[src/rtl/pwr_seq_pkg.sv]
package pwr_seq_pkg;

  typedef enum logic [3:0] {
    ST_NORMAL   = 4'd0,
    ST_IDLE     = 4'd1,
    ST_DRAIN    = 4'd2,
    ST_SREF_IN  = 4'd3,
    ST_CLK_OFF  = 4'd4,
    ST_STOPPED  = 4'd5,
    ST_SETTLE   = 4'd6,
    ST_LOCK     = 4'd7,
    ST_SREF_OUT = 4'd8
  } pwrState_e;

  // strobes from control to datapath
  typedef struct packed {
    logic cpuOn;
    logic sysOn;
    logic srcRef;
    logic pllOn;
    logic oscForce;
    logic busReq;
    logic srefReq;
    logic ldSettle;
    logic ldLock;
    logic decCnt;
  } pwrStrobe_t;

endpackage

[src/rtl/pwr_seq_ctrl.sv]
module pwr_seq_ctrl
  import pwr_seq_pkg::*;
(
  input  logic       clk,
  input  logic       rstN,
  input  logic       idleSet,
  input  logic       stopSet,
  input  logic       irqPending,
  input  logic       wakeAny,
  input  logic       busAck,
  input  logic       srefAck,
  input  logic       cntZero,
  output pwrStrobe_t stb,
  output pwrState_e  st
);

  pwrState_e nxt;

  always_ff @(posedge clk or negedge rstN) begin
    if (!rstN) st <= ST_NORMAL;
    else       st <= nxt;
  end

  always_comb begin
    nxt = st;
    stb = '0;
    stb.cpuOn    = 1'b1;
    stb.sysOn    = 1'b1;
    stb.pllOn    = 1'b1;
    stb.oscForce = 1'b1;
    unique case (st)
      ST_NORMAL: begin
        if (stopSet)      nxt = ST_DRAIN;
        else if (idleSet) nxt = ST_IDLE;
      end
      ST_IDLE: begin
        stb.cpuOn = 1'b0;
        if (irqPending) nxt = ST_NORMAL;
      end
      ST_DRAIN: begin
        stb.busReq = 1'b1;
        if (busAck) nxt = ST_SREF_IN;
      end
      ST_SREF_IN: begin
        stb.busReq  = 1'b1;
        stb.srefReq = 1'b1;
        if (srefAck) nxt = ST_CLK_OFF;
      end
      ST_CLK_OFF: begin
        stb.cpuOn = 1'b0; stb.sysOn = 1'b0; stb.srcRef = 1'b1;
        stb.busReq = 1'b1; stb.srefReq = 1'b1;
        nxt = ST_STOPPED;
      end
      ST_STOPPED: begin
        stb.cpuOn = 1'b0; stb.sysOn = 1'b0; stb.srcRef = 1'b1;
        stb.busReq = 1'b1; stb.srefReq = 1'b1;
        stb.pllOn = 1'b0; stb.oscForce = 1'b0;
        if (wakeAny) begin
          nxt = ST_SETTLE;
          stb.ldSettle = 1'b1;
        end
      end
      ST_SETTLE, ST_LOCK: begin
        stb.cpuOn = 1'b0; stb.sysOn = 1'b0; stb.srcRef = 1'b1;
        stb.busReq = 1'b1; stb.srefReq = 1'b1;
        if (!cntZero) stb.decCnt = 1'b1;
        else if (st == ST_SETTLE) begin
          nxt = ST_LOCK;
          stb.ldLock = 1'b1;
        end else nxt = ST_SREF_OUT;
      end
      ST_SREF_OUT: begin
        stb.cpuOn = 1'b0; stb.sysOn = 1'b0;
        stb.busReq = 1'b1;
        if (!srefAck) nxt = ST_NORMAL;
      end
      default: nxt = ST_NORMAL;
    endcase
  end

  // self-refresh is requested only after the bus drained
  a_r5_sref_after_bus: assert property (@(posedge clk) disable iff (!rstN)
    $rose(stb.srefReq) |-> $past(busAck));

  // clocks drop only after the self-refresh acknowledge
  a_r6_clk_after_sref: assert property (@(posedge clk) disable iff (!rstN)
    $fell(stb.sysOn) |-> ($past(srefAck) && stb.srcRef));

  // a wake in STOPPED starts the settle wait
  a_r8_wake_exit: assert property (@(posedge clk) disable iff (!rstN)
    (st == ST_STOPPED && wakeAny) |=> (st == ST_SETTLE));

  // clocks return only once self-refresh has been released
  a_r10_release_first: assert property (@(posedge clk) disable iff (!rstN)
    $rose(stb.sysOn) |-> !$past(srefAck));

endmodule

[src/rtl/pwr_seq_dpath.sv]
module pwr_seq_dpath
  import pwr_seq_pkg::*;
#(
  parameter int NUM_BLK    = 4,
  parameter int NUM_WAKE   = 4,
  parameter int SETTLE_CYC = 16,
  parameter int LOCK_CYC   = 32
) (
  input  logic                clk,
  input  logic                rstN,
  input  pwrStrobe_t          stb,
  input  logic                modeWrEn,
  input  logic [1:0]          modeWrData,
  input  logic                cfgWrEn,
  input  logic                cfgWrData,
  input  logic                gateWrEn,
  input  logic [NUM_BLK-1:0]  gateWrData,
  input  logic [NUM_WAKE-1:0] wakeSrc,
  output logic                idleSet,
  output logic                stopSet,
  output logic                wakeAny,
  output logic                cntZero,
  output logic                cpuClkEn,
  output logic                sysClkEn,
  output logic [NUM_BLK-1:0]  blkClkEn,
  output logic                clkSrcRef,
  output logic                pllEn,
  output logic                oscEn,
  output logic                busDrainReq,
  output logic                srefReq,
  output logic [1:0]          modeBits
);

  localparam int MAX_CYC = (SETTLE_CYC > LOCK_CYC) ? SETTLE_CYC : LOCK_CYC;
  localparam int CNT_W   = $clog2(MAX_CYC + 1);
  localparam logic [CNT_W-1:0] SETTLE_LD = CNT_W'(SETTLE_CYC - 1);
  localparam logic [CNT_W-1:0] LOCK_LD   = CNT_W'(LOCK_CYC - 1);

  logic [1:0]         modeReg;
  logic               keepOsc;
  logic [NUM_BLK-1:0] gateReg;
  logic [CNT_W-1:0]   cnt;

  always_ff @(posedge clk or negedge rstN) begin
    if (!rstN) begin
      modeReg <= '0;
      keepOsc <= 1'b0;
      gateReg <= '1;
    end else begin
      if (modeWrEn) modeReg <= modeWrData;
      if (cfgWrEn)  keepOsc <= cfgWrData;
      if (gateWrEn) gateReg <= gateWrData;
    end
  end

  always_ff @(posedge clk or negedge rstN) begin
    if (!rstN)                     cnt <= '0;
    else if (stb.ldSettle)         cnt <= SETTLE_LD;
    else if (stb.ldLock)           cnt <= LOCK_LD;
    else if (stb.decCnt && cnt != '0) cnt <= cnt - 1'b1;
  end

  // a mode starts only on a 0 -> 1 write of its bit
  assign idleSet = modeWrEn & modeWrData[0] & ~modeReg[0];
  assign stopSet = modeWrEn & modeWrData[1] & ~modeReg[1];
  assign wakeAny = |wakeSrc;
  assign cntZero = (cnt == '0);

  assign cpuClkEn    = stb.cpuOn;
  assign sysClkEn    = stb.sysOn;
  assign clkSrcRef   = stb.srcRef;
  assign pllEn       = stb.pllOn;
  assign oscEn       = stb.oscForce | keepOsc;
  assign busDrainReq = stb.busReq;
  assign srefReq     = stb.srefReq;
  assign modeBits    = modeReg;

  for (genvar g = 0; g < NUM_BLK; g++) begin : g_gate
    assign blkClkEn[g] = gateReg[g] & stb.sysOn;
  end

  // a gate write lands in the register on the next cycle
  a_r2_gate_next: assert property (@(posedge clk) disable iff (!rstN)
    $past(gateWrEn) |-> (gateReg == $past(gateWrData)));

  // the wait counter never exceeds its largest load
  a_r9_cnt_bound: assert property (@(posedge clk) disable iff (!rstN)
    cnt <= CNT_W'(MAX_CYC - 1));

  // hardware never changes the mode bits without a write
  a_r11_mode_hold: assert property (@(posedge clk) disable iff (!rstN)
    !$past(modeWrEn) |-> $stable(modeReg));

endmodule

[src/rtl/pwr_mode_seq.sv]
module pwr_mode_seq
  import pwr_seq_pkg::*;
#(
  parameter int NUM_BLK    = 4,
  parameter int NUM_WAKE   = 4,
  parameter int SETTLE_CYC = 16,
  parameter int LOCK_CYC   = 32
) (
  input  logic                clk,
  input  logic                rstN,
  input  logic                modeWrEn,
  input  logic [1:0]          modeWrData,
  input  logic                cfgWrEn,
  input  logic                cfgWrData,
  input  logic                gateWrEn,
  input  logic [NUM_BLK-1:0]  gateWrData,
  input  logic                irqPending,
  input  logic [NUM_WAKE-1:0] wakeSrc,
  input  logic                busDrainAck,
  input  logic                srefAck,
  output logic                busDrainReq,
  output logic                srefReq,
  output logic                cpuClkEn,
  output logic                sysClkEn,
  output logic [NUM_BLK-1:0]  blkClkEn,
  output logic                clkSrcRef,
  output logic                pllEn,
  output logic                oscEn,
  output logic [1:0]          modeBits,
  output logic [3:0]          seqState
);

  pwrStrobe_t stb;
  pwrState_e  st;
  logic idleSet, stopSet, wakeAny, cntZero;

  pwr_seq_ctrl u_ctrl (
    .clk(clk), .rstN(rstN), .idleSet(idleSet), .stopSet(stopSet),
    .irqPending(irqPending), .wakeAny(wakeAny), .busAck(busDrainAck),
    .srefAck(srefAck), .cntZero(cntZero), .stb(stb), .st(st)
  );

  pwr_seq_dpath #(
    .NUM_BLK(NUM_BLK), .NUM_WAKE(NUM_WAKE),
    .SETTLE_CYC(SETTLE_CYC), .LOCK_CYC(LOCK_CYC)
  ) u_dpath (
    .clk(clk), .rstN(rstN), .stb(stb),
    .modeWrEn(modeWrEn), .modeWrData(modeWrData),
    .cfgWrEn(cfgWrEn), .cfgWrData(cfgWrData),
    .gateWrEn(gateWrEn), .gateWrData(gateWrData), .wakeSrc(wakeSrc),
    .idleSet(idleSet), .stopSet(stopSet), .wakeAny(wakeAny), .cntZero(cntZero),
    .cpuClkEn(cpuClkEn), .sysClkEn(sysClkEn), .blkClkEn(blkClkEn),
    .clkSrcRef(clkSrcRef), .pllEn(pllEn), .oscEn(oscEn),
    .busDrainReq(busDrainReq), .srefReq(srefReq), .modeBits(modeBits)
  );

  assign seqState = st;

endmodule

[config.mk]
export PLATFORM = sky130hd
export DESIGN_NAME = pwr_mode_seq
export DESIGN_NICKNAME = d
export VERILOG_FILES = /design/src/rtl/pwr_seq_pkg.sv /design/src/rtl/pwr_seq_ctrl.sv /design/src/rtl/pwr_seq_dpath.sv /design/src/rtl/pwr_mode_seq.sv
export SDC_FILE = /design/constraint.sdc
export NUM_CORES = 1
export LEC_CHECK = 0
export BUFFER_PORTS_ARGS = -buffer_cell sky130_fd_sc_hd__buf_2
export CAP_MARGIN = 20
export CORE_MARGIN = 10
export CORE_UTILIZATION = 50
export DETAILED_ROUTE_END_ITERATION = 6
export GPL_TIMING_DRIVEN = 0
export HOLD_SLACK_MARGIN = 0.12
export PLACE_DENSITY_LB_ADDON = 0.1
export SKIP_LAST_GASP = 1
export SLEW_MARGIN = 25
export SYNTH_ARGS = -nofsm -noshare
export SYNTH_HDL_FRONTEND = slang
export SYNTH_SLANG_ARGS = --single-unit
[constraint.sdc]
create_clock -name clk -period 4.6 [get_ports clk]
set_input_delay 0.69 -clock clk [delete_from_list [all_inputs] [get_ports clk]]
set_output_delay 0.69 -clock clk [all_outputs]
set_load 0.01 [all_outputs]
==> metrics.csv <==
stage;metric;value;unit
global_route;antenna_found_initial;0;
sta;setup-tns-final;0;ps
power;ir_drop;322.6;uV
global_route;grt_pass1_vias;973;
synth;syn-num-nets;128;
cells_and_area;final-seq-area;430.4;sq um
cells_and_area;nets;168;
sta;setup_slack;2178;ps
cells_and_area;instances_no_fill;173;
placed_design;dp.cells;169;
sta;layout_min_cycle_time;2422;ps
clocking;clk_pin_slew_worst_paths;100;ps
cells_and_area;area_growth;22.31;%
global_route;grt_max_degree;18;
critical_path;worst_setup_path_start_kind;flip-flop;
synth;synth_edf_count;0;
synth;yosys_most_used_dff;dfrtp_1;
cells_and_area;fin_util;65.40;%
clocking;numCtsBuffers;3;
critical_path;cp_slowest_stage_delay;470;ps
cells_and_area;antennaDiodeCount;0;
critical_path;crit_path_end_kind;primary output;
sta;whs;296.8;ps
clocking;post-cts-setup-buffers;0;
status;status;complete, no violations;
clocking;cts.sinks;17;
placed_design;pre_cts_slack;2473;ps
synth;yosysSeqAreaShare;40.61;%
clocking;cts.path.max_buffers;2;
power;total_power;769.7;uW
synth;synth_warnings;0;
cells_and_area;drive_gt1_share;38.36;%
die;die_area;0.004361;sq mm
cells_and_area;multi_input_area;573.1;sq um
die;num_rows;16;
die;ios;36;
routing;vias;950;
sta;worst_pin_slew;510.1;ps
min_path;hold_class;input port to asynchronous set/reset pin;
critical_path;crit_arrival;1730;ps
sta;slew_headroom;65.53;%
synth;synth_cells;107;
placed_design;io_buffer_count;35;
global_route;grt_usage;11.75;%
cells_and_area;stdcell_area;0.001296;sq mm
die;die_h;66.04;um
power;p_leak;0.5850;nW
routing;wl_per_cell;14.83;um
sta;clock_skew;0.6470;ps
clocking;cts_hold_buf;0;
cells_and_area;layout_common_cells;buf_2 (35), dfrtp_1 (13), nand2_1 (7);
sta;timing.fmax;0.4128;GHz
global_route;grt_pass1_wl;4222;um
clocking;cts_tree;yes;
sta;hold_viol_final;0;
routing;first_iter_violations;31;
run;cap_violations;0;
placed_design;placed_area;0.001269;sq mm
critical_path;cp.required;3910;ps
synth;avgSynthCellArea;9.904;sq um
routing;drc_errors;0;
synth;ys_seq_elements;17;
clocking;post_cts_resized;0;
routing;postRouteAntennaNets;0;
die;fp.coreArea;0.001982;sq mm
sta;post-route-period-util;52.66;%
sta;finalSetupViolCount;0;
critical_path;path_class;flip-flop to primary output;
placed_design;dpl.hpwl;1973;um
placed_design;place.gp.congestion;0.8007;
sta;finalMaxSlewViolations;0;
critical_path;cp_slowest_cell;dfrtp_1;
cells_and_area;final_common_cell;buf_2;
critical_path;path_cells;nor3_1 > a21oi_1 > and2_1 > buf_2;
routing;first_pass_iters;4;
synth;synth_area;0.001060;sq mm
synth;postSynth.asyncResetShare;100.0;%
routing;vias_per_cell;5.491;
synth;yosysUniqueCellTypes;42;
sta;grt_setup_unrepaired;false;
die;start_util;53.47;%
critical_path;worst-path-max-fanout;8;
cells_and_area;n_fill_cell;168;
clocking;cts_max_level;1;
clocking;clk_root_buffer_cell;clkbuf_4;
die;die_x;66.04;um
clocking;worstSkewPairLatency;300;ps
power;powerDensity;593.8;mW/mm^2
routing;totalWireLength;2565;um
global_route;gr-total-overflow;0;
-- final cells by class --
type                    count  share of cell area (%)
plain buffers               7                   2.606
clock buffers               3                   1.737
clock inverters             1                  0.3861
inverters                   6                   1.737
multi-input cells          77                   44.21
flip-flops and latches     17                   33.20
well taps                  27                   2.606
repair buffers             35                   13.51
-- state kept, by name, summed over array words and instances, names as in the netlist --
name and cells:
u_dpath.keepOsc 1, u_dpath.cnt 6, u_dpath.modeBits 2, u_dpath.gateReg 4
u_ctrl.st 4
-- Yosys cell counts (2+ instances only) --
| cell | number | area share (%) |
|---|---|---|
| inv_1 | 6 | 2.1 |
| clkbuf_1 | 6 | 2.1 |
| nor3_1 | 3 | 1.4 |
| and2_1 | 5 | 3.0 |
| nand2b_1 | 2 | 1.2 |
| nor2b_1 | 3 | 1.8 |
| a21oi_1 | 3 | 1.4 |
| o21ai_0 | 6 | 2.8 |
| mux2_4 | 3 | 4.2 |
| dfstp_2 | 4 | 9.9 |
| o31ai_1 | 2 | 1.4 |
| mux2_2 | 6 | 6.4 |
| nand3_1 | 2 | 0.94 |
| nor2_1 | 4 | 1.4 |
| dfrtp_1 | 13 | 31 |
| ha_1 | 2 | 2.4 |
| nand2_1 | 7 | 2.5 |
| nor4_1 | 3 | 1.8 |
| or4_1 | 2 | 1.4 |
| or3_1 | 3 | 1.8 |
-- worst paths after layout --
kind / slack (ps) / start / to / depth (start not counted)
setup reg to reg: 2450 / u_dpath.cnt[0] / u_dpath.cnt[4] / 6
max in group asynchronous: 3990 / rstN / u_dpath.gateReg[1] / 1
min in group clk: 510 / u_dpath.keepOsc / u_dpath.keepOsc / 1
setup / recovery: 2180 / u_ctrl.st[1] / blkClkEn[1] / 4
hold reg to reg: 510 / u_dpath.keepOsc / u_dpath.keepOsc / 1
hold / removal: 300 / rstN / u_ctrl.st[2] / 1
-- power breakdown --
group	internal (mW)	switching, mW	total [mW]
Sequential	0.187	0.0357	0.223
Clock	0.0324	0.0510	0.0834
Combinational	0.208	0.255	0.464
-- critical path: cells and delay by family (launching register included) --
family | cells | cell delay [ps]
AOI/OAI and AO/OA | 1 | 220
buffers and inverters | 1 | 130
DFF | 1 | 470
and+or+nand+nor | 2 | 620
-- cell families (layout without fill, tap and decap cells) --
| kind of cell | Yosys count | in the layout | synth area share, % |
|---|---|---|---|
| buffers and inverters | 13 | 52 | 5.312 |
| DFF | 17 | 17 | 40.61 |
| and+or+nand+nor | 42 | 42 | 25.03 |
| muxes | 10 | 10 | 11.57 |
| xor gates and xnor gates | 1 | 1 | 0.8266 |
| AOI/OAI and AO/OA | 22 | 22 | 14.29 |
| adders and majority gates | 2 | 2 | 2.361 |
-- per-layer routing --
layer | routed length, um | track usage [%] | up-vias
met5 | 0 | 0 | -
li1 | - | - | 469
met1 | 1136 | 13.81 | 451
met4 | 20 | 3.141 | 0
met3 | 224 | 4.576 | 2
met2 | 1183 | 19.44 | 28
(Power assumes the default switching activity.)
